==> src/rtl/inrdy_pkg.sv <==
package inrdy_pkg;

   typedef enum logic {
      DET_SPENT  = 1'b0,
      DET_PRIMED = 1'b1
   } det_state_e;

   function automatic int cnt_w(input int maxp);
      return (maxp < 1) ? 1 : $clog2(maxp + 1);
   endfunction

endpackage

==> src/rtl/inrdy_detect.sv <==
module inrdy_detect
   import inrdy_pkg::*;
(
   input  logic clk,
   input  logic rst,
   input  logic hw_rdy,
   input  logic xfer_rdy,
   output logic fresh
);

   det_state_e state_q;
   det_state_e state_d;

   // a fresh indication consumes the primed state
   assign fresh = (state_q == DET_PRIMED) && hw_rdy;

   // readiness low or a message moving re-primes for the next cycle
   always_comb begin
      if (!hw_rdy || xfer_rdy) state_d = DET_PRIMED;
      else                     state_d = DET_SPENT;
   end

   // reset leaves detection primed, so readiness right after release counts
   always_ff @(posedge clk) begin
      if (rst) state_q <= DET_PRIMED;
      else     state_q <= state_d;
   end

endmodule

==> src/rtl/inrdy_pending.sv <==
module inrdy_pending
   import inrdy_pkg::*;
#(
   parameter int MAX_PEND = 4,
   localparam int CW = cnt_w(MAX_PEND)
) (
   input  logic          clk,
   input  logic          rst,
   input  logic          inc,
   input  logic          pop,
   output logic [CW-1:0] cnt,
   output logic          nonzero,
   output logic          lost
);

   logic full;
   logic take;
   logic dec;

   assign nonzero = (cnt != '0);
   assign dec     = pop && nonzero;
   assign take    = inc && (!full || dec);
   assign lost    = inc && full && !dec;

   generate
      if (MAX_PEND == 1) begin : g_flag
         logic flag_q;
         assign full = flag_q;
         assign cnt  = flag_q;
         always_ff @(posedge clk) begin
            if (rst)       flag_q <= 1'b0;
            else if (take) flag_q <= 1'b1;
            else if (dec)  flag_q <= 1'b0;
         end
      end else begin : g_count
         localparam logic [CW-1:0] TOP = CW'(MAX_PEND);
         logic [CW-1:0] cnt_q;
         logic [CW-1:0] cnt_d;
         assign full = (cnt_q == TOP);
         assign cnt  = cnt_q;
         always_comb begin
            unique case ({take, dec})
               2'b10:   cnt_d = cnt_q + CW'(1);
               2'b01:   cnt_d = cnt_q - CW'(1);
               default: cnt_d = cnt_q;
            endcase
         end
         always_ff @(posedge clk) begin
            if (rst) cnt_q <= '0;
            else     cnt_q <= cnt_d;
         end
      end
   endgenerate

endmodule

==> src/rtl/inrdy_sticky.sv <==
module inrdy_sticky (
   input  logic clk,
   input  logic rst,
   input  logic set,
   output logic flag
);

   always_ff @(posedge clk) begin
      if (rst)      flag <= 1'b0;
      else if (set) flag <= 1'b1;
   end

endmodule

==> src/rtl/inrdy_notifier.sv <==
module inrdy_notifier
   import inrdy_pkg::*;
#(
   parameter int MAX_PEND = 4,
   localparam int CW = cnt_w(MAX_PEND)
) (
   input  logic          clk,
   input  logic          rst,
   input  logic          hw_rdy,
   input  logic          xfer_rdy,
   output logic          ntf_valid,
   input  logic          ntf_ready,
   output logic [CW-1:0] pend_cnt,
   output logic          overflow
);

   generate
      if (MAX_PEND < 1) begin : g_bad_depth
         $error("inrdy_notifier: MAX_PEND must be at least 1");
      end
   endgenerate

   logic fresh;
   logic lost;

   inrdy_detect u_detect (
      .clk      (clk),
      .rst      (rst),
      .hw_rdy   (hw_rdy),
      .xfer_rdy (xfer_rdy),
      .fresh    (fresh)
   );

   inrdy_pending #(.MAX_PEND(MAX_PEND)) u_pending (
      .clk     (clk),
      .rst     (rst),
      .inc     (fresh),
      .pop     (ntf_ready),
      .cnt     (pend_cnt),
      .nonzero (ntf_valid),
      .lost    (lost)
   );

   inrdy_sticky u_ovf (
      .clk  (clk),
      .rst  (rst),
      .set  (lost),
      .flag (overflow)
   );

endmodule

==> config.mk <==
export PLATFORM = sky130hd
export DESIGN_NAME = inrdy_notifier
export DESIGN_NICKNAME = d
export VERILOG_FILES = /design/src/rtl/inrdy_pkg.sv /design/src/rtl/inrdy_detect.sv /design/src/rtl/inrdy_pending.sv /design/src/rtl/inrdy_sticky.sv /design/src/rtl/inrdy_notifier.sv
export SDC_FILE = /design/constraint.sdc
export NUM_CORES = 1
export LEC_CHECK = 0
export ABC_CLOCK_PERIOD_IN_PS = 2850
export CAP_MARGIN = 30
export CORE_AREA = 2 2 39 41
export CTS_BUF_LIST = sky130_fd_sc_hd__clkbuf_16
export DETAILED_ROUTE_END_ITERATION = 16
export DIE_AREA = 0 0 41 43
export DONT_BUFFER_PORTS = 1
export SETUP_SLACK_MARGIN = 0.02
export SYNTH_ARGS = -nofsm -noshare
export SYNTH_HDL_FRONTEND = slang
export SYNTH_SLANG_ARGS = --single-unit
==> constraint.sdc <==
create_clock -name clk -period 2.85 [get_ports clk]
set_clock_uncertainty 0.2 [all_clocks]
set_input_delay 0.57 -clock clk [delete_from_list [all_inputs] [get_ports clk]]
set_output_delay 0.57 -clock clk [all_outputs]
set_load 0.01 [all_outputs]
==> results by group, run 1 <==
Run status
  – Status: complete, no violations

Clock network
  – Number of buffers created by CTS: 3
  – CTS Hold Bufs: 0
  – TritonCTS clock tree: yes
  – Maximum count of clock buffers along a single path: 2
  – Root buffer cell: sky130_fd_sc_hd__clkbuf_16
  – Deepest level of the CTS H-tree: 1
  – Number of setup buffers added after CTS: 0
  – CTS Sinks: 5
  – Clock insertion delay at the later pin of the skew report: 0.23 ns
  – Clk slew on worst S/H paths: 0.03 ns
  – Post-cts resize count: 0

Power
  – Switching pwr: 0.0000827 W
  – Switching share of power: 0.229
  – Static leakage power: between 0.15 and 0.2 nW
  – Int Pwr: 0.000279 W
  – Worst IR Drop VDD: 0.283 mV
  – Combinational group share of total power: 0.130
  – Part of the total power dissipated in the clock network: 0.626
  – Ratio of total power to cell area: 890 nW/µm²
  – Fraction of power consumed by sequential logic: 0.244

Setup path
  – Critical Path AT: between 2 and 2.5 ns
  – Type of destination of the critical path: flip-flop
  – Critical path startpoint category: flip-flop
  – Maximum fanout count along the critical path: 5
  – Startpoint-to-endpoint class of the critical path: reg -> reg
  – Req. time, crit path: between 2 and 3 ns

Cells and area
  – Final std cells w/o fill: 55
  – Count of fill cells added during filler insertion: 149
  – Final net count: 46
  – Commonest non-fill, non-tap cell in the layout: sky130_fd_sc_hd__dfxtp_1
  – Area added between synthesis and finish: 32.1%
  – Ratio of cells with drive above 1 in the final layout: 0.282
  – Most used cells in the layout excluding fill and tap cells: sky130_fd_sc_hd__dfxtp_1, sky130_fd_sc_hd__inv_1, sky130_fd_sc_hd__a21oi_1
  – N_diodes: 0

Floorplanning
  – I/O pin cnt: 10
  – Standard-cell row count: 14
  – Starting density of the core: 0.222
  – Core Area: approximately 1400 µm²
  – Die Wd: 41 µm
  – Die area: approximately 1800 µm²
  – Die H: 43 µm

Flow run
  – Count of max-cap constraint violations: 0

Logic synthesis
  – Synthesized instance count: 35
  – Adder and majority gate portion of the synthesized area: 0.0650
  – Simple-gate portion of the synthesized area: 0.248
  – Fraction of synthesized cell area in xor and xnor cells: 0.0285
  – Synthesized-area fraction occupied by ao, oa, aoi and oai cells: 0.297
  – Number of distinct library cells after synthesis: 23
  – Multiplexer area fraction after synthesis: 0
  – Cell type with the largest total area after synthesis: sky130_fd_sc_hd__dfxtp_1
  – Dominant combinational cell family by area after synthesis: compound AO/OA/AOI/OAI gates
  – Cell Area, Synth: 308 µm²
  – #FFs+latches synth: 5
  – Sequential fraction of the synthesis area: 0.325
  – Post-synthesis average cell area: 8.79 µm²
  – Yosys warns: 0
  – Synth area leaders: sky130_fd_sc_hd__dfxtp_1, sky130_fd_sc_hd__a21oi_1, sky130_fd_sc_hd__fa_1, sky130_fd_sc_hd__a2111oi_2, sky130_fd_sc_hd__a31oi_1
  – Post-synth top area share: 0.325
  – Net Count, Synth: 41

GRT
  – Overall routing resource usage: 0.0974
  – Number of global-route vias before repair: 233
  – Wire length of the first global-routing pass: 1020 µm
  – Global-route congestion overflow total: 0
  – Maximum number of pins on one net before global-route repair: 8
  – Antenna violations before repair: 0

STA
  – Measured slew at the worst slew-check pin: 0.383 ns
  – Number of failing hold endpoints at the final stage: 0
  – Final Slew Violations: 0
  – Period minus WS final: ~2.2 ns
  – Normalized max-slew margin: 0.742
  – Highest clock rate: 0.454 GHz
  – Setup repair after global routing missed its margin: no
  – Share of the cycle needed by the critical path after routing: 0.773
  – Setup TNS: 0 ns
  – Setup-failing EPs final: 0

Routing
  – Sum of routed wire length over all layers: slightly below 700 µm
  – Post-route ant nets: 0
  – Detailed Route Iter0 Violations: 14
  – Vias per Instance: 4.76
  – Via count of the routed design: 262
  – Routed length per instance: 12.3 µm
  – DR pass1 iterations: 4
  – Drt drc: 0

Min path
  – Worst hold-check path type: in -> reg

Placement
  – Number of placed instances with taps included: just over 50
  – Post-detail-place hpwl: 515 µm
  – I/O Buffers: 0
  – Weighted congestion reported at the end of routability-driven placement: 0.677
[power groups by stage]
stage / sequential, W / clock (W) / combinational (W)
finish: 0.0000884 / 0.000227 / 0.0000469
global route: 0.0000899 / 0.000235 / 0.0000524
CTS: 0.0000886 / 0.000231 / 0.0000473
detailed placement: 0.0000896 / 0 / 0.0000478
global placement: 0.0000895 / 0 / 0.0000466
floorplan: 0.0000870 / 0 / 0.0000416
[cells by family after synthesis]
group | count (synthesis)
simple gates | 13
compound gates | 12
flops | 5
buf+inv | 3
xor+xnor | 1
fa+ha+maj | 1
[critical path, stage by stage, from the launching register on]
cell	delay, ns
sky130_fd_sc_hd__dfxtp_1	0.33
sky130_fd_sc_hd__a21boi_0	0.36
sky130_fd_sc_hd__nand2_1	0.12
sky130_fd_sc_hd__fa_1	0.44
sky130_fd_sc_hd__and4bb_2	0.32
sky130_fd_sc_hd__a31oi_1	0.04
sky130_fd_sc_hd__or2_0	0.21
sky130_fd_sc_hd__a21oi_1	0.12
[layer usage]
metal	vias to the layer above	wire length (µm)	share of wire	track usage
li1	135	-	-	-
met1	112	299	0.44	0.0997
met2	10	255	0.38	0.103
met3	5	79	0.12	0.0785
met4	0	40	0.059	0.120
met5	-	0	0	0
[registers in the layout, summed over array words and instances (netlist names)]
signal	flops
u_detect.state_q	1
u_ovf.flag	1
u_pending.cnt	3
[path summary, 6_finish.rpt]
kind / start / endpoint / slack (ns) / depth (start not counted)
setup / recovery: u_detect.state_q$_SDFF_PP1_ / u_pending.cnt[2]$_SDFFE_PP0P_ / 0.65 / 7
hold / removal: rst / u_pending.cnt[0]$_SDFFE_PP0P_ / 0.21 / 1
setup reg to reg: u_detect.state_q$_SDFF_PP1_ / u_pending.cnt[2]$_SDFFE_PP0P_ / 0.65 / 7
hold reg to reg: u_ovf.flag$_SDFFE_PP0P_ / u_ovf.flag$_SDFFE_PP0P_ / 0.35 / 2
[layout make-up]
class,count,area (µm²),share of cell area
sequential,5,100,0.246
clock buffer,3,75.1,0.185
tap,16,20.0,0.0492
inverter,3,11.3,0.0277
clock inverter,1,3.75,0.00923
multi-input combinational,27,196,0.483
[Yosys cell counts]
| library cell | count |
|---|---|
| sky130_fd_sc_hd__nor3_1 | 1 |
| sky130_fd_sc_hd__dfxtp_1 | 5 |
| sky130_fd_sc_hd__nand3b_1 | 1 |
| sky130_fd_sc_hd__a21boi_0 | 1 |
| sky130_fd_sc_hd__or2_0 | 1 |
| sky130_fd_sc_hd__fa_1 | 1 |
| sky130_fd_sc_hd__and4bb_2 | 1 |
| sky130_fd_sc_hd__a211o_2 | 1 |
| sky130_fd_sc_hd__or2_2 | 1 |
| sky130_fd_sc_hd__nand2_1 | 2 |
| sky130_fd_sc_hd__a2111oi_2 | 1 |
| sky130_fd_sc_hd__a21o_2 | 1 |
| sky130_fd_sc_hd__nand2_2 | 1 |
| sky130_fd_sc_hd__nor2_1 | 2 |
| sky130_fd_sc_hd__nand3_1 | 1 |
| sky130_fd_sc_hd__a31oi_1 | 2 |
| sky130_fd_sc_hd__inv_1 | 3 |
| sky130_fd_sc_hd__or3_1 | 1 |
| sky130_fd_sc_hd__a31o_1 | 1 |
| sky130_fd_sc_hd__a21oi_1 | 4 |
| sky130_fd_sc_hd__o21ai_2 | 1 |
| sky130_fd_sc_hd__xor2_1 | 1 |
| sky130_fd_sc_hd__nor2_2 | 1 |
[metrics by stage]
step	power [W]	hold WS [ns]	area, µm²	utilization	setup WS [ns]
2_1_floorplan	0.000129	0.305	308	-	0.613
3_3_place_gp	0.000136	0.341	328	0.237	0.457
3_5_place_dp	0.000137	0.347	328	0.237	0.470
4_1_cts	0.000367	0.204	407	0.294	0.663
5_1_grt	0.000378	0.211	407	0.294	0.504
6_report	0.000362	0.206	407	0.294	0.646
(Power assumes the default switching activity.)
==> inputs of run 2 (changes only) <==
ABC_CLOCK_PERIOD_IN_PS = 2310   (was 2850)
clock period = 2.31 ns   (was 2.85 ns; I/O delays follow)
==> run 2 against run 1 <==
Net effect:
- core utilization is 2.2 points higher
- non-clock buffer count grew 4
- clock power is 23% higher
- critical endpoint unchanged
- clock-buffer cell count did not move
- total power increased by 26%
- critical path type unchanged
- register-to-register slack worse by 0.35 ns
- cell count grew 7.3%
- sequential power is 11% higher
- critical path depth unchanged
- hold slack worse by 0.11 ns
- die area unchanged
- routed wire length is 4.7% higher
==> results by group, run 2 (synthesized netlist as in run 1, its figures left out) <==
Run status
  – Status: complete, no violations

STA
  – Period minus WS final: 2.02 ns (-0.188 ns)
  – Setup TNS: 0 ns (unchanged)
  – Measured slew at the worst slew-check pin: 0.269 ns (-0.114 ns)
  – Highest clock rate: 0.496 GHz (+9.4%)
  – Share of the cycle needed by the critical path after routing: 0.873 (+0.0992)
  – Final Slew Violations: 0 (unchanged)
  – Setup-failing EPs final: 0 (unchanged)
  – Setup repair after global routing missed its margin: no
  – Normalized max-slew margin: 0.820 (+0.0776)
  – Number of failing hold endpoints at the final stage: 0 (unchanged)
  – Setup slack of the critical path after layout: 0.294 ns (-0.352 ns)

Setup path
  – Setup slack of the most critical reg-to-reg path: 0.29 ns (-0.35 ns)
  – Path depth of the worst reg2reg path: 7 (unchanged)
  – Reg2reg end: u_pending.cnt[2]$_SDFFE_PP0P_
  – Startpoint-to-endpoint class of the critical path: reg -> reg
  – Type of destination of the critical path: flip-flop
  – Worst R2R Start: u_detect.state_q$_SDFF_PP1_
  – Critical path startpoint category: flip-flop
  – Req. time, crit path: 2.27 ns (-0.54 ns)
  – Critical Path AT: 1.98 ns (-0.18 ns)
  – Maximum fanout count along the critical path: 5 (unchanged)

Power
  – Ratio of total power to cell area: 1050 nW/µm² (+18%)
  – Switching pwr: 0.000104 W (+26%)
  – Worst IR Drop VDD: 0.496 mV (+75%)
  – Int Pwr: 0.000353 W (+26%)
  – Static leakage power: 0.175 nW (+14%)
  – Part of the total power dissipated in the clock network: 0.610 (-0.016)
  – Fraction of power consumed by sequential logic: 0.215 (-0.029)
  – Switching share of power: 0.228 (-0.000815)
  – Combinational group share of total power: 0.175 (+0.045)

Clock network
  – Maximum count of clock buffers along a single path: 2 (unchanged)
  – Clock insertion delay at the later pin of the skew report: 0.23 ns (about the same)
  – Clk slew on worst S/H paths: 0.03 ns (about the same)
  – Deepest level of the CTS H-tree: 1 (unchanged)
  – CTS Sinks: 5 (unchanged)
  – Number of buffers created by CTS: 3 (unchanged)
  – TritonCTS clock tree: yes
  – Root buffer cell: sky130_fd_sc_hd__clkbuf_16

Cells and area
  – Most used cells in the layout excluding fill and tap cells: sky130_fd_sc_hd__dfxtp_1, sky130_fd_sc_hd__inv_1, sky130_fd_sc_hd__a21oi_1, sky130_fd_sc_hd__buf_4, sky130_fd_sc_hd__clkbuf_16
  – Commonest non-fill, non-tap cell in the layout: sky130_fd_sc_hd__dfxtp_1
  – Flip-flop count of the largest register after layout: 3 (unchanged)
  – Final net count: 50 (+8.7%)
  – N_diodes: 0 (unchanged)
  – Area added between synthesis and finish: 41.9%
  – Ratio of cells with drive above 1 in the final layout: 0.349 (+0.0668)

Placement
  – Worst-case setup slack after placement: 0.0850 ns (-0.385 ns)
  – Weighted congestion reported at the end of routability-driven placement: 0.790 (+17%)
  – I/O Buffers: 0 (unchanged)
  – Post-detail-place hpwl: 556 µm (+8.0%)

GRT
  – Number of global-route vias before repair: 279 (+20%)
  – Antenna violations before repair: 0 (unchanged)
  – Met3 usage in global routing: 0.0366 (-0.0419)
  – Overall routing resource usage: 0.0977 (+0.000294)
  – Met2 track demand over resource in global routing: 0.125 (+0.0219)
  – Wire length of the first global-routing pass: 1160 µm (+14%)
  – GRT met1 Usage: 0.123 (+0.0237)
  – Global-route congestion overflow total: 0 (unchanged)
  – Busiest layer in global routing: met2
  – Maximum number of pins on one net before global-route repair: 7 (-1)

Floorplanning
  – Core Area: 1380 µm² (unchanged)
  – Die Wd: 41 µm (unchanged)
  – Die area: 1760 µm² (unchanged)
  – Standard-cell row count: 14 (unchanged)
  – Die H: 43 µm (unchanged)
  – Starting density of the core: 0.222 (unchanged)
  – I/O pin cnt: 10 (unchanged)

Routing
  – DR pass1 iterations: 2 (-2)
  – Post-route ant nets: 0 (unchanged)
  – Routed length per instance: 12.0 µm (-2.4%)
  – Vias per Instance: 4.53 (-5.0%)
  – Drt drc: 0 (unchanged)
  – Sum of routed wire length over all layers: 706 µm (+4.7%)
  – Via count of the routed design: 267 (+1.9%)
  – Detailed Route Iter0 Violations: 1 (-13)

Min path
  – Worst hold-check path type: in -> reg
  – Worst hold start: rst
  – Worst hold path cell count: 1 (unchanged)
  – Hold path endpoint: u_pending.cnt[0]$_SDFFE_PP0P_

Flow run
  – Count of max-cap constraint violations: 0 (unchanged)
-- run 2: layout make-up --
class                   instances  area (µm²)
fillers                       139         947
multi-input cells              27         196
flip-flops and latches          5         100
clock buffers                   3        75.1
repair buffers                  4        30.0
well taps                      16        20.0
inverters                       3        11.3
clock inverters                 1        3.75
-- run 2: worst max-delay path by stage --
stage	endpoint	depth (start not counted)	startpoint	slack, ns
6_report	u_pending.cnt[2]$_SDFFE_PP0P_	7	u_detect.state_q$_SDFF_PP1_	0.29
2_1_floorplan	u_pending.cnt[2]$_SDFFE_PP0P_	7	ntf_ready	0.18
4_1_cts	u_pending.cnt[2]$_SDFFE_PP0P_	7	u_detect.state_q$_SDFF_PP1_	0.17
3_5_place_dp	u_pending.cnt[2]$_SDFFE_PP0P_	7	ntf_ready	0.09
3_3_place_gp	u_pending.cnt[2]$_SDFFE_PP0P_	7	ntf_ready	0.05
5_1_grt	u_pending.cnt[2]$_SDFFE_PP0P_	7	u_detect.state_q$_SDFF_PP1_	0.14
-- run 2: per-layer routing --
metal,wire [µm],share of wire
met1,329,0.47
met2,290,0.41
met3,69,0.098
met4,18,0.025
met5,0,0
-- run 2: repair_timing --
item	4_1_cts	5_1_grt
hold buffers	0	0
setup endpoints to repair	0	1
gates resized for setup	0	1
hold endpoints to repair	0	0
setup buffers	0	0
-- run 2: metrics by stage --
stage                     instance area [µm²]  cells   util  hold slack [ns]  power (W)
after CTS                                 437     59  0.316           0.0972   0.000464
after detailed placement                  358     55  0.259            0.334   0.000180
after global routing                      437     59  0.316           0.0983   0.000477
final                                     437     59  0.316           0.0996   0.000457
after global placement                    358     55  0.259            0.334   0.000179
after floorplan                           308     35      -            0.305   0.000159
-- run 2: critical path: stages, from the launching register on --
cell and delay (ns):
sky130_fd_sc_hd__dfxtp_1 0.33, sky130_fd_sc_hd__a21boi_1 0.26, sky130_fd_sc_hd__nand2_1 0.10, sky130_fd_sc_hd__fa_1 0.39, sky130_fd_sc_hd__and4bb_2 0.31, sky130_fd_sc_hd__a31oi_1 0.04
sky130_fd_sc_hd__or2_0 0.20, sky130_fd_sc_hd__a21oi_1 0.11
-- run 2: power by group through the flow --
| stage | combinational, W | sequential, W | clock, W |
|---|---|---|---|
| 6_report | 0.0000801 | 0.0000982 | 0.000279 |
| 5_1_grt | 0.0000885 | 0.0000989 | 0.000290 |
| 4_1_cts | 0.0000804 | 0.0000983 | 0.000285 |
| 3_5_place_dp | 0.0000810 | 0.0000995 | 0 |
| 3_3_place_gp | 0.0000797 | 0.0000994 | 0 |
| 2_1_floorplan | 0.0000514 | 0.000107 | 0 |
